==> src/rtl/hash_ctl_pkg.sv <==
package hash_ctl_pkg;

    typedef enum logic [2:0] {
        PH_IDLE  = 3'd0,
        PH_BLK   = 3'd1,
        PH_P1    = 3'd2,
        PH_P2GO  = 3'd3,
        PH_P2    = 3'd4
    } phase_e;

    typedef struct packed {
        logic       ie_b;
        logic       fifo;
        logic [1:0] alg;
        logic       big;
        logic       ie_a;
        logic       fin;
        logic       go;
    } ctl_t;

    typedef logic [0:7][31:0] hstate_t;

    function automatic hstate_t iv_of(input logic [1:0] sel);
        case (sel)
            2'd0: return {32'h6a09e667, 32'hbb67ae85, 32'h3c6ef372, 32'ha54ff53a,
                          32'h510e527f, 32'h9b05688c, 32'h1f83d9ab, 32'h5be0cd19};
            2'd1: return {32'hc1059ed8, 32'h367cd507, 32'h3070dd17, 32'hf70e5939,
                          32'hffc00b31, 32'h68581511, 32'h64f98fa7, 32'hbefa4fa4};
            default: return {32'h67452301, 32'hefcdab89, 32'h98badcfe, 32'h10325476,
                             32'hc3d2e1f0, 32'h0, 32'h0, 32'h0};
        endcase
    endfunction

endpackage

==> src/rtl/hash_ctl_blkbuf.sv <==
module hash_ctl_blkbuf #(
    parameter int N  = 16,
    parameter int W  = 32,
    parameter int CW = $clog2(N + 1)
) (
    input  logic             clk,
    input  logic             rst_n,
    input  logic             push,
    input  logic [W-1:0]     din,
    input  logic             clear,
    output logic [N*W-1:0]   words,
    output logic [CW-1:0]    cnt,
    output logic             full
);
    localparam int IW = $clog2(N);

    typedef struct packed {
        logic [0:N-1][W-1:0] w;
        logic [CW-1:0]       cnt;
    } bq_t;

    bq_t q_q, q_d;

    always_comb begin
        q_d = q_q;
        if (clear) begin
            q_d.cnt = '0;
        end else if (push) begin
            q_d.w[q_q.cnt[IW-1:0]] = din;
            q_d.cnt = q_q.cnt + CW'(1);
        end
    end

    always_ff @(posedge clk or negedge rst_n) begin
        if (!rst_n) q_q <= '0;
        else        q_q <= q_d;
    end

    assign words = q_q.w;
    assign cnt   = q_q.cnt;
    assign full  = (q_q.cnt == CW'(N));


    buf_overrun_chk: assert property (@(posedge clk) disable iff (!rst_n)
        push |-> (q_q.cnt < CW'(N)));

endmodule

==> src/rtl/hash_ctl_pad.sv <==
module hash_ctl_pad #(
    parameter int N  = 16,
    parameter int W  = 32,
    parameter int CW = $clog2(N + 1)
) (
    input  logic [N*W-1:0] words,
    input  logic [CW-1:0]  cnt,
    input  logic [2*W-1:0] bitlen,
    output logic [N*W-1:0] blk1,
    output logic [N*W-1:0] blk2,
    output logic           two
);
    localparam logic [W-1:0] MARK = W'(8'h80) << (W - 8);

    logic [0:N-1][W-1:0] wv, b1, b2;

    assign wv  = words;
    assign two = (cnt > CW'(N - 3));

    for (genvar i = 0; i < N; i++) begin : g_word
        logic [W-1:0] body;
        always_comb begin
            if (CW'(i) < cnt)       body = wv[i];
            else if (CW'(i) == cnt) body = MARK;
            else                    body = '0;
        end
        if (i == N - 2) begin : g_hi
            assign b1[i] = two ? body : bitlen[2*W-1:W];
            assign b2[i] = bitlen[2*W-1:W];
        end else if (i == N - 1) begin : g_lo
            assign b1[i] = two ? body : bitlen[W-1:0];
            assign b2[i] = bitlen[W-1:0];
        end else begin : g_mid
            assign b1[i] = body;
            assign b2[i] = '0;
        end
    end

    assign blk1 = b1;
    assign blk2 = b2;

endmodule

==> src/rtl/hash_ctl_view.sv <==
module hash_ctl_view #(
    parameter int W  = 32,
    parameter int S  = 8,
    parameter int IW = $clog2(S)
) (
    input  logic [S*W-1:0] st,
    input  logic [IW-1:0]  idx,
    input  logic [1:0]     alg,
    input  logic           big,
    output logic [W-1:0]   word
);
    logic [0:S-1][W-1:0] sv;
    logic [IW:0]         lim;
    logic [W-1:0]        raw;

    assign sv = st;

    always_comb begin
        unique case (alg)
            2'd0:    lim = (IW+1)'(S);
            2'd1:    lim = (IW+1)'(S - 1);
            default: lim = (IW+1)'(5);
        endcase
        raw  = ({1'b0, idx} < lim) ? sv[idx] : '0;
        word = big ? raw : {<<8{raw}};
    end

endmodule

==> src/rtl/hash_ctl.sv <==
module hash_ctl #(
    parameter int BLK_WORDS = 16,
    parameter int LEN_W     = 32
) (
    input  logic                    clk,
    input  logic                    rst_n,
    input  logic                    bus_wr,
    input  logic [7:0]              bus_addr,
    input  logic [31:0]             bus_wdata,
    output logic [31:0]             bus_rdata,
    output logic                    bus_ready,
    output logic                    irq_a,
    output logic                    irq_b,
    output logic                    core_start,
    output logic [BLK_WORDS*32-1:0] core_block,
    output logic [255:0]            core_state_in,
    input  logic                    core_done,
    input  logic [255:0]            core_state_out
);
    import hash_ctl_pkg::*;

    localparam int W  = 32;
    localparam int CW = $clog2(BLK_WORDS + 1);

    typedef struct packed {
        ctl_t             ctl;
        phase_e           ph;
        hstate_t          hst;
        logic [LEN_W-1:0] bytes;
        logic [LEN_W-1:0] blkcnt;
        logic             irq_a;
        logic             irq_b;
    } regs_t;

    regs_t r_q, r_d;

    logic                    in_win, dg_win, ctl_wr, dg_wr, idle, push, buf_clr;
    logic                    full, two, launch_fin;
    logic [CW-1:0]           buf_cnt;
    logic [BLK_WORDS*W-1:0]  buf_words, pad1, pad2;
    logic [W-1:0]            view_word;

    assign in_win     = (bus_addr[7:6] == 2'b10);
    assign dg_win     = (bus_addr[7:5] == 3'b010);
    assign ctl_wr     = bus_wr && (bus_addr == 8'h00);
    assign dg_wr      = bus_wr && dg_win;
    assign idle       = (r_q.ph == PH_IDLE);
    assign bus_ready  = !(in_win && (!idle || full));
    assign push       = bus_wr && in_win && bus_ready;
    assign launch_fin = idle && !full && r_q.ctl.fin;

    hash_ctl_blkbuf #(.N(BLK_WORDS), .W(W)) u_buf (
        .clk(clk), .rst_n(rst_n), .push(push), .din(bus_wdata), .clear(buf_clr),
        .words(buf_words), .cnt(buf_cnt), .full(full)
    );

    hash_ctl_pad #(.N(BLK_WORDS), .W(W)) u_pad (
        .words(buf_words), .cnt(buf_cnt),
        .bitlen((2*W)'({r_q.bytes, 3'b000})),
        .blk1(pad1), .blk2(pad2), .two(two)
    );

    hash_ctl_view #(.W(W), .S(8)) u_view (
        .st(r_q.hst), .idx(bus_addr[4:2]), .alg(r_q.ctl.alg),
        .big(r_q.ctl.big), .word(view_word)
    );

    always_comb begin
        logic finish;
        finish  = 1'b0;
        buf_clr = 1'b0;
        r_d       = r_q;
        r_d.irq_a = 1'b0;
        r_d.irq_b = 1'b0;
        if (push) r_d.bytes = r_q.bytes + LEN_W'(4);
        if (ctl_wr) begin
            r_d.ctl.ie_b = bus_wdata[10];
            r_d.ctl.fifo = bus_wdata[9];
            r_d.ctl.alg  = bus_wdata[5:4];
            r_d.ctl.big  = bus_wdata[3];
            r_d.ctl.ie_a = bus_wdata[2];
            r_d.ctl.go   = r_q.ctl.go  | bus_wdata[0];
            r_d.ctl.fin  = r_q.ctl.fin | bus_wdata[1];
            if (bus_wdata[0] && !bus_wdata[1] && r_q.bytes == '0 && idle)
                r_d.hst = iv_of(bus_wdata[5:4]);
        end
        if (dg_wr && idle) r_d.hst[bus_addr[4:2]] = bus_wdata;
        unique case (r_q.ph)
            PH_IDLE: begin
                if (full)            r_d.ph = PH_BLK;
                else if (r_q.ctl.fin) r_d.ph = PH_P1;
            end
            PH_BLK: if (core_done) begin
                r_d.hst = core_state_out;
                buf_clr = 1'b1;
                r_d.ph  = PH_IDLE;
            end
            PH_P1: if (core_done) begin
                r_d.hst = core_state_out;
                if (two) r_d.ph = PH_P2GO;
                else     finish = 1'b1;
            end
            PH_P2GO: r_d.ph = PH_P2;
            PH_P2: if (core_done) begin
                r_d.hst = core_state_out;
                finish  = 1'b1;
            end
            default: r_d.ph = PH_IDLE;
        endcase
        if (finish) begin
            buf_clr     = 1'b1;
            r_d.ph      = PH_IDLE;
            r_d.blkcnt  = r_q.bytes;
            r_d.bytes   = '0;
            r_d.ctl.go  = 1'b0;
            r_d.ctl.fin = 1'b0;
            r_d.irq_a   = r_q.ctl.ie_a;
            r_d.irq_b   = r_q.ctl.ie_b;
        end
    end

    always_ff @(posedge clk or negedge rst_n) begin
        if (!rst_n) r_q <= '0;
        else        r_q <= r_d;
    end

    assign core_start    = (idle && (full || r_q.ctl.fin)) || (r_q.ph == PH_P2GO);
    assign core_state_in = r_q.hst;
    assign irq_a         = r_q.irq_a;
    assign irq_b         = r_q.irq_b;

    always_comb begin
        if (launch_fin || r_q.ph == PH_P1)             core_block = pad1;
        else if (r_q.ph == PH_P2GO || r_q.ph == PH_P2) core_block = pad2;
        else                                           core_block = buf_words;
    end

    always_comb begin
        bus_rdata = '0;
        if (bus_addr == 8'h00)
            bus_rdata = {21'b0, r_q.ctl.ie_b, r_q.ctl.fifo, 3'b000, r_q.ctl.alg,
                         r_q.ctl.big, r_q.ctl.ie_a, r_q.ctl.fin, r_q.ctl.go};
        else if (bus_addr == 8'h04) bus_rdata = 32'(r_q.blkcnt);
        else if (dg_win)            bus_rdata = view_word;
        else if (in_win && r_q.ctl.fifo) bus_rdata = 32'(buf_cnt);
    end


    start_pulse_chk: assert property (@(posedge clk) disable iff (!rst_n)
        core_start |=> !core_start);


    stall_chk: assert property (@(posedge clk) disable iff (!rst_n)
        (r_q.ph == PH_BLK && !core_done) |=> (buf_cnt == $past(buf_cnt)));


    irq_fin_chk: assert property (@(posedge clk) disable iff (!rst_n)
        (irq_a || irq_b) |-> (!r_q.ctl.fin && !r_q.ctl.go));


    len_hold_chk: assert property (@(posedge clk) disable iff (!rst_n)
        (r_q.ph == PH_IDLE && $past(r_q.ph) == PH_IDLE) |-> $stable(r_q.blkcnt));

endmodule

==> config.mk <==
export PLATFORM = sky130hd
export DESIGN_NAME = hash_ctl
export DESIGN_NICKNAME = d
export VERILOG_FILES = /design/src/rtl/hash_ctl_pkg.sv /design/src/rtl/hash_ctl_blkbuf.sv /design/src/rtl/hash_ctl_pad.sv /design/src/rtl/hash_ctl_view.sv /design/src/rtl/hash_ctl.sv
export SDC_FILE = /design/constraint.sdc
export NUM_CORES = 2
export LEC_CHECK = 0
export ABC_AREA = 0
export BUFFER_PORTS_ARGS = -buffer_cell sky130_fd_sc_hd__buf_2
export CAP_MARGIN = 40
export CORE_AREA = 4 4 433 435
export CTS_CLUSTER_SIZE = 20
export DETAILED_ROUTE_END_ITERATION = 6
export DIE_AREA = 0 0 437 439
export GPL_TIMING_DRIVEN = 0
export PLACE_DENSITY_LB_ADDON = 0.2
export SLEW_MARGIN = 30
export SYNTH_ARGS = -nofsm -noshare
export SYNTH_HDL_FRONTEND = slang
export SYNTH_SLANG_ARGS = --single-unit
==> constraint.sdc <==
create_clock -name clk -period 5.35 [get_ports clk]
set_input_delay 1.605 -clock clk [delete_from_list [all_inputs] [get_ports clk]]
set_output_delay 1.605 -clock clk [all_outputs]
set_load 0.05 [all_outputs]
* After elaboration in Yosys (flattened, before gate mapping) *
Index checks and enable logic that the tools add are counted.

operators by class
  reductions and logical operators = 35
  $add $sub $neg = 2
  mux-type cells = 76
  bitwise operators = 5
  equal/unequal tests = 30
  magnitude comparators = 22

operator list
  cell                                                                   number
  32-bit 2-to-1 mux                                                      44
  256-bit 2-to-1 mux                                                     4
  512-bit 2-to-1 mux                                                     2
  256-bit case mux with 3 select lines                                   1
  259-bit 2-to-1 mux                                                     2
  512-bit bitwise mux                                                    1
  256-bit case mux with 2 select lines                                   1
  256-bit bitwise mux                                                    1
  32-bit demux with 4-bit select                                         1
  32-bit binary-select mux with 3-bit select                             1
  32-bit demux with 3-bit select                                         1
  66-bit 2-to-1 mux                                                      1
  4-bit by 5-bit equality test with 1-bit output (first input constant)  8
  4-bit by 5-bit < comparator with 1-bit output (first input constant)   8
  32-bit by 3-bit adder with 32-bit output (second input constant)       1
  32-bit logical NOT                                                     1
  3-bit by 5-bit equality test with 1-bit output (first input constant)  4
  3-bit by 5-bit < comparator with 1-bit output (first input constant)   4
  5-bit 2-to-1 mux                                                       4
  1-bit logical AND                                                      15
  3-bit case mux with 5 select lines                                     1
  2-bit by 5-bit equality test with 1-bit output (first input constant)  2
  1-bit by 5-bit < comparator with 1-bit output (first input constant)   2
  2-bit by 5-bit < comparator with 1-bit output (first input constant)   2
  other kinds (37)                                                       58

storage, ports and cells
  flip-flop bits (word level) = 850
  logic and storage cells = 207
  input port bits = 300
  output and inout bits = 804

* Depth between registers and ports, before layout *
  word-level depth = 11
  depth in mapped cells = 11

* By module *
From an unflattened synthesis, not the netlist that was laid out.

unflattened totals
  cells, all modules = 6,732
  area, all modules = 56,960.9 sq um

by module, submodules not included
  module           cells an instance  area an instance (sq um)  times used  seq. area each (sq um)
  hash_ctl         4,275              27,272.4                  1           8,232.9
  hash_ctl_blkbuf  1,160              19,536.2                  1           12,937.4
  hash_ctl_pad     1,132              7,900.1                   1           0.0
  hash_ctl_view    165                2,252.2                   1           0.0

* Least setup slack after synthesis *
Ideal clock, no wire load.

  kind = input port to output port
  from = input port bus_addr[2]
  to = output port bus_rdata[2]
  arrival time = 3.882 ns
  stages = 8
  required time = 3.745 ns
  path buffers = 3
  setup slack = -0.137 ns
  cells stage by stage = buf_2 buf_2 buf_2 mux4_2 mux2i_1 nor2_1 a211oi_1 o21ai_0

between the ends
  word-level cells in the longest chain between the ends = 9
  elaborated cells between the ends (all ways) = 12
  classes of those cells = order compare (1); eq/ne (1); mux (8); bitwise (1); reduce/logical (1)

ends and longest elaborated chain
  item                                                  line                 RTL
  start: declaration                                    hash_ctl.sv:8        input logic [7:0] bus_addr,
  3-bit NOT with 4-bit output (not written as such)     hash_ctl_view.sv:24  raw = ({1'b0, idx} < lim) ? sv[idx] : '0;
  32-bit binary-select mux with 3-bit select            hash_ctl_view.sv:24
  32-bit 2-to-1 mux (not written as such) (2 in a row)  hash_ctl_view.sv:24
  32-bit 2-to-1 mux                                     hash_ctl_view.sv:24
  32-bit 2-to-1 mux                                     hash_ctl_view.sv:25  word = big ? raw : {<<8{raw}};
  32-bit 2-to-1 mux                                     hash_ctl.sv:144      else if (dg_win) bus_rdata = view_word;
  32-bit 2-to-1 mux                                     hash_ctl.sv:143      else if (bus_addr == 8'h04) bus_rdata = 32'(r_q.blkcnt);
  32-bit 2-to-1 mux *                                   hash_ctl.sv:140      if (bus_addr == 8'h00)
  end: declaration                                      hash_ctl.sv:10       output logic [31:0] bus_rdata,

Every way passes the cells marked *; elsewhere a longest branch is shown, timed or not. The select of a mux whose other input is x is not followed.

* Worst setup path in the final report *
  from = input port bus_addr[2]
  to = output port bus_rdata[1]

The elaborated chain is that of the path after synthesis.

==> metrics.txt <==
fin crit share 1.01; die area 0.192 mm2; mux cell area share after synthesis 0.177; Top Ports 1,104; clock sink count 846; asr flop ratio synth 1.00; Vias per Instance 5.15; antenna violations before repair 96; Congestion Overflow GR 0; Crit path largest cell delay 650 ps; share of layout cells above drive strength 1 0.463; YS warnings 0; H-tree depth 3; Synth Area per Inst 10.7 um2; Final #Nets 5,618; CP arrival 3790 ps; Yosys cell types 69; gr usage total 0.298; Leakage 28.7 nW; dpl hpwl 236,000 um; post-route minimum period 5400 ps; #FFs+latches synth 846; Post-synth top flop dfrtp_1; effective utilization at floorplan 0.236; Seq/Total Area, Yosys 0.491; Critical Path Start Type input port; Synth top area share 0.491; failing checks negative setup slack; max-slew violations 0; worst-path fanout max 10; Hold Crit Class reg -> reg; Iteration-0 DRC Markers 4,536; Synth Net Count 4,330; Hold Vio Cnt, Final 0; Final setup viols 4; Rows 157; CP endpoint kind output port; first-pass GRT wire length 385,000 um; worst path cell trace buf_2 > buf_12 > buf_12 > buf_16 > mux4_2 > mux2i_4 > o221ai_2 > buf_6; hold_buf cts 0; outcome finished with violations; WL final 296,000 um; VDD IR max 0.000439 V; Chip Height 439 um; Slew headroom 0.349; Bufs on Longest Clock Path 3; area grow syn2layout 34.5%; Synth Area in Compound Gates 0.104; Clk Latency, worst-skew pair 790 ps; Top Family by Delay on Critical Path multiplexers; clock skew 54.5 ps; setup ws final -45.0 ps; Post-route DRC 0; total CTS buffers 106; unrepaired setup endpoints after global routing true; Slew @ Worst Pin 976 ps; CP bufs+invs 5; vias 40,696; CP max-delay cell mux4_2; Crit path required time 3740 ps; Post-Synth XOR/XNOR Area 0.00325; max-cap violations 0; I/O Buffers 1,100; final antenna-violating net count 0; pwr/cell area 595 mW/mm2; Post-synth EDFFs 0; gpl congestion 1.04; Gate Count Post-Synth 4,022; Crit Path Category in -> out; largest cells by area after synthesis dfrtp_1, mux2_2, and2_1; largest family of logic cells by synthesized area multiplexers; Simple-Gate Fraction of Synth Area 0.143; Synth Area in Adders 0.00232; Fmax 185 MHz; WL/cell 37.5 um; Synth area leader dfrtp_1; most common cell after layout, fill and taps aside buf_2; Die X-Extent 437 um; Pwr Total 34.5 mW; CTS root buf clkbuf_16; most frequent cells in the layout buf_2, dfrtp_1, mux2_2, and2_1, nand2_1; most used cell, CP buf_12; CTS tree done; drt first pass iters 5; core area 0.183 mm2; largest net degree at the start of global routing 104; mapped cell area 0.0431 mm2; TNS Setup -129 ps; vias in the first global route 40,363; clock transition at the registers of the reported paths 60 ps
[stage by stage]
stage | hold WS, ps | instances | utilization | setup WS (ps) | cell area [um2]
final | 478 | 7902 | 0.317 | -45.0 | 58000
after floorplan | 440 | 4022 | - | 16.9 | 43100
after detailed placement | 464 | 7647 | 0.289 | -1630 | 52900
after global routing | 504 | 7885 | 0.317 | -21.0 | 58000
after CTS | 479 | 7852 | 0.315 | -26.9 | 57600
after global placement | 462 | 7586 | 0.283 | -17930 | 51700
[layer usage]
metal / global-route usage / vias up / share of wire
met4: 0.212 / 10 / 0.080
met3: 0.0830 / 715 / 0.090
met2: 0.475 / 2479 / 0.46
li1: - / 16483 / -
met1: 0.345 / 21009 / 0.37
met5: 0 / - / 0.00025
[path summary, 6_finish.rpt]
check / startpoint / to / slack, ps / depth (start not counted)
min in group asynchronous: rst_n / u_buf.words[314] / 740 / 1
setup reg to reg: r_q[63] / core_state_in[57] / 1650 / 8
hold reg to reg: u_buf.words[475] / u_buf.words[475] / 480 / 1
hold / removal: u_buf.words[475] / u_buf.words[475] / 480 / 1
setup / recovery: bus_addr[2] / bus_rdata[1] / -50 / 8
max in group asynchronous: rst_n / core_state_in[11] / 2510 / 4
[power breakdown]
part           switching [mW]  internal, mW  total, mW
logic                    11.9          5.00       16.9
registers                1.88          8.04       9.91
clock network            3.25          4.46       7.72
total                    17.0          17.5       34.5
[registers in the layout (all words and copies together), names as in the netlist]
signal         count
irq_b              1
u_buf.words      512
u_buf.cnt          5
irq_a              1
core_state_in    256
r_q               71
[worst register-to-register path, delay by kind of cell, from the launching register on]
family / cells / cell delay [ps]
AOI/OAI and AO/OA: 1 / 130
buffers and inverters: 3 / 940
DFF: 1 / 520
and+or+nand+nor: 4 / 2080
[cell usage after synthesis, types with 21 or more instances]
master    number
o22ai_1      128
o31ai_1       24
nand3_1       63
mux2i_1       33
a22oi_1       22
nor2b_1       36
dfrtp_1      846
buf_2         93
mux2_2       516
and2_1       440
o21ai_1       21
o221ai_1      26
nand2_1      336
mux4_2        64
nor2_1       157
buf_4        258
o211ai_1      24
a21oi_1      282
o21ai_0      121
clkbuf_1     229
buf_1         21
nor3_1        44
a22o_1        29
[repair_timing]
item / CTS / global route
cloned: 0 / 0
setup buffers: 9 / 5
resized for setup: 252 / 59
endpoints found under the setup margin: 517 / 130
pin swaps: 5 / 0
[kinds of logic (layout without fill, tap and decap cells)]
group,count (synthesis),in the layout
AO/OA/AOI/OAI,740,740
XOR/XNOR,16,16
AND/OR/NAND/NOR,1174,1174
flip-flops,846,846
other,0,39
adder cells (fa/ha/maj),8,8
multiplexers,618,618
buffers and inverters,620,1997
[layout make-up]
type	count	area, um2
sequential	846	21200
multi-input combinational	2556	19100
clock inverter	37	472
antenna	39	97.6
timing repair buffer	1181	7050
buffer	606	3770
clock buffer	160	3230
inverter	13	48.8
tap	2464	3080
fill	19335	125000
No activity file was read; power rests on OpenSTA's default activity.
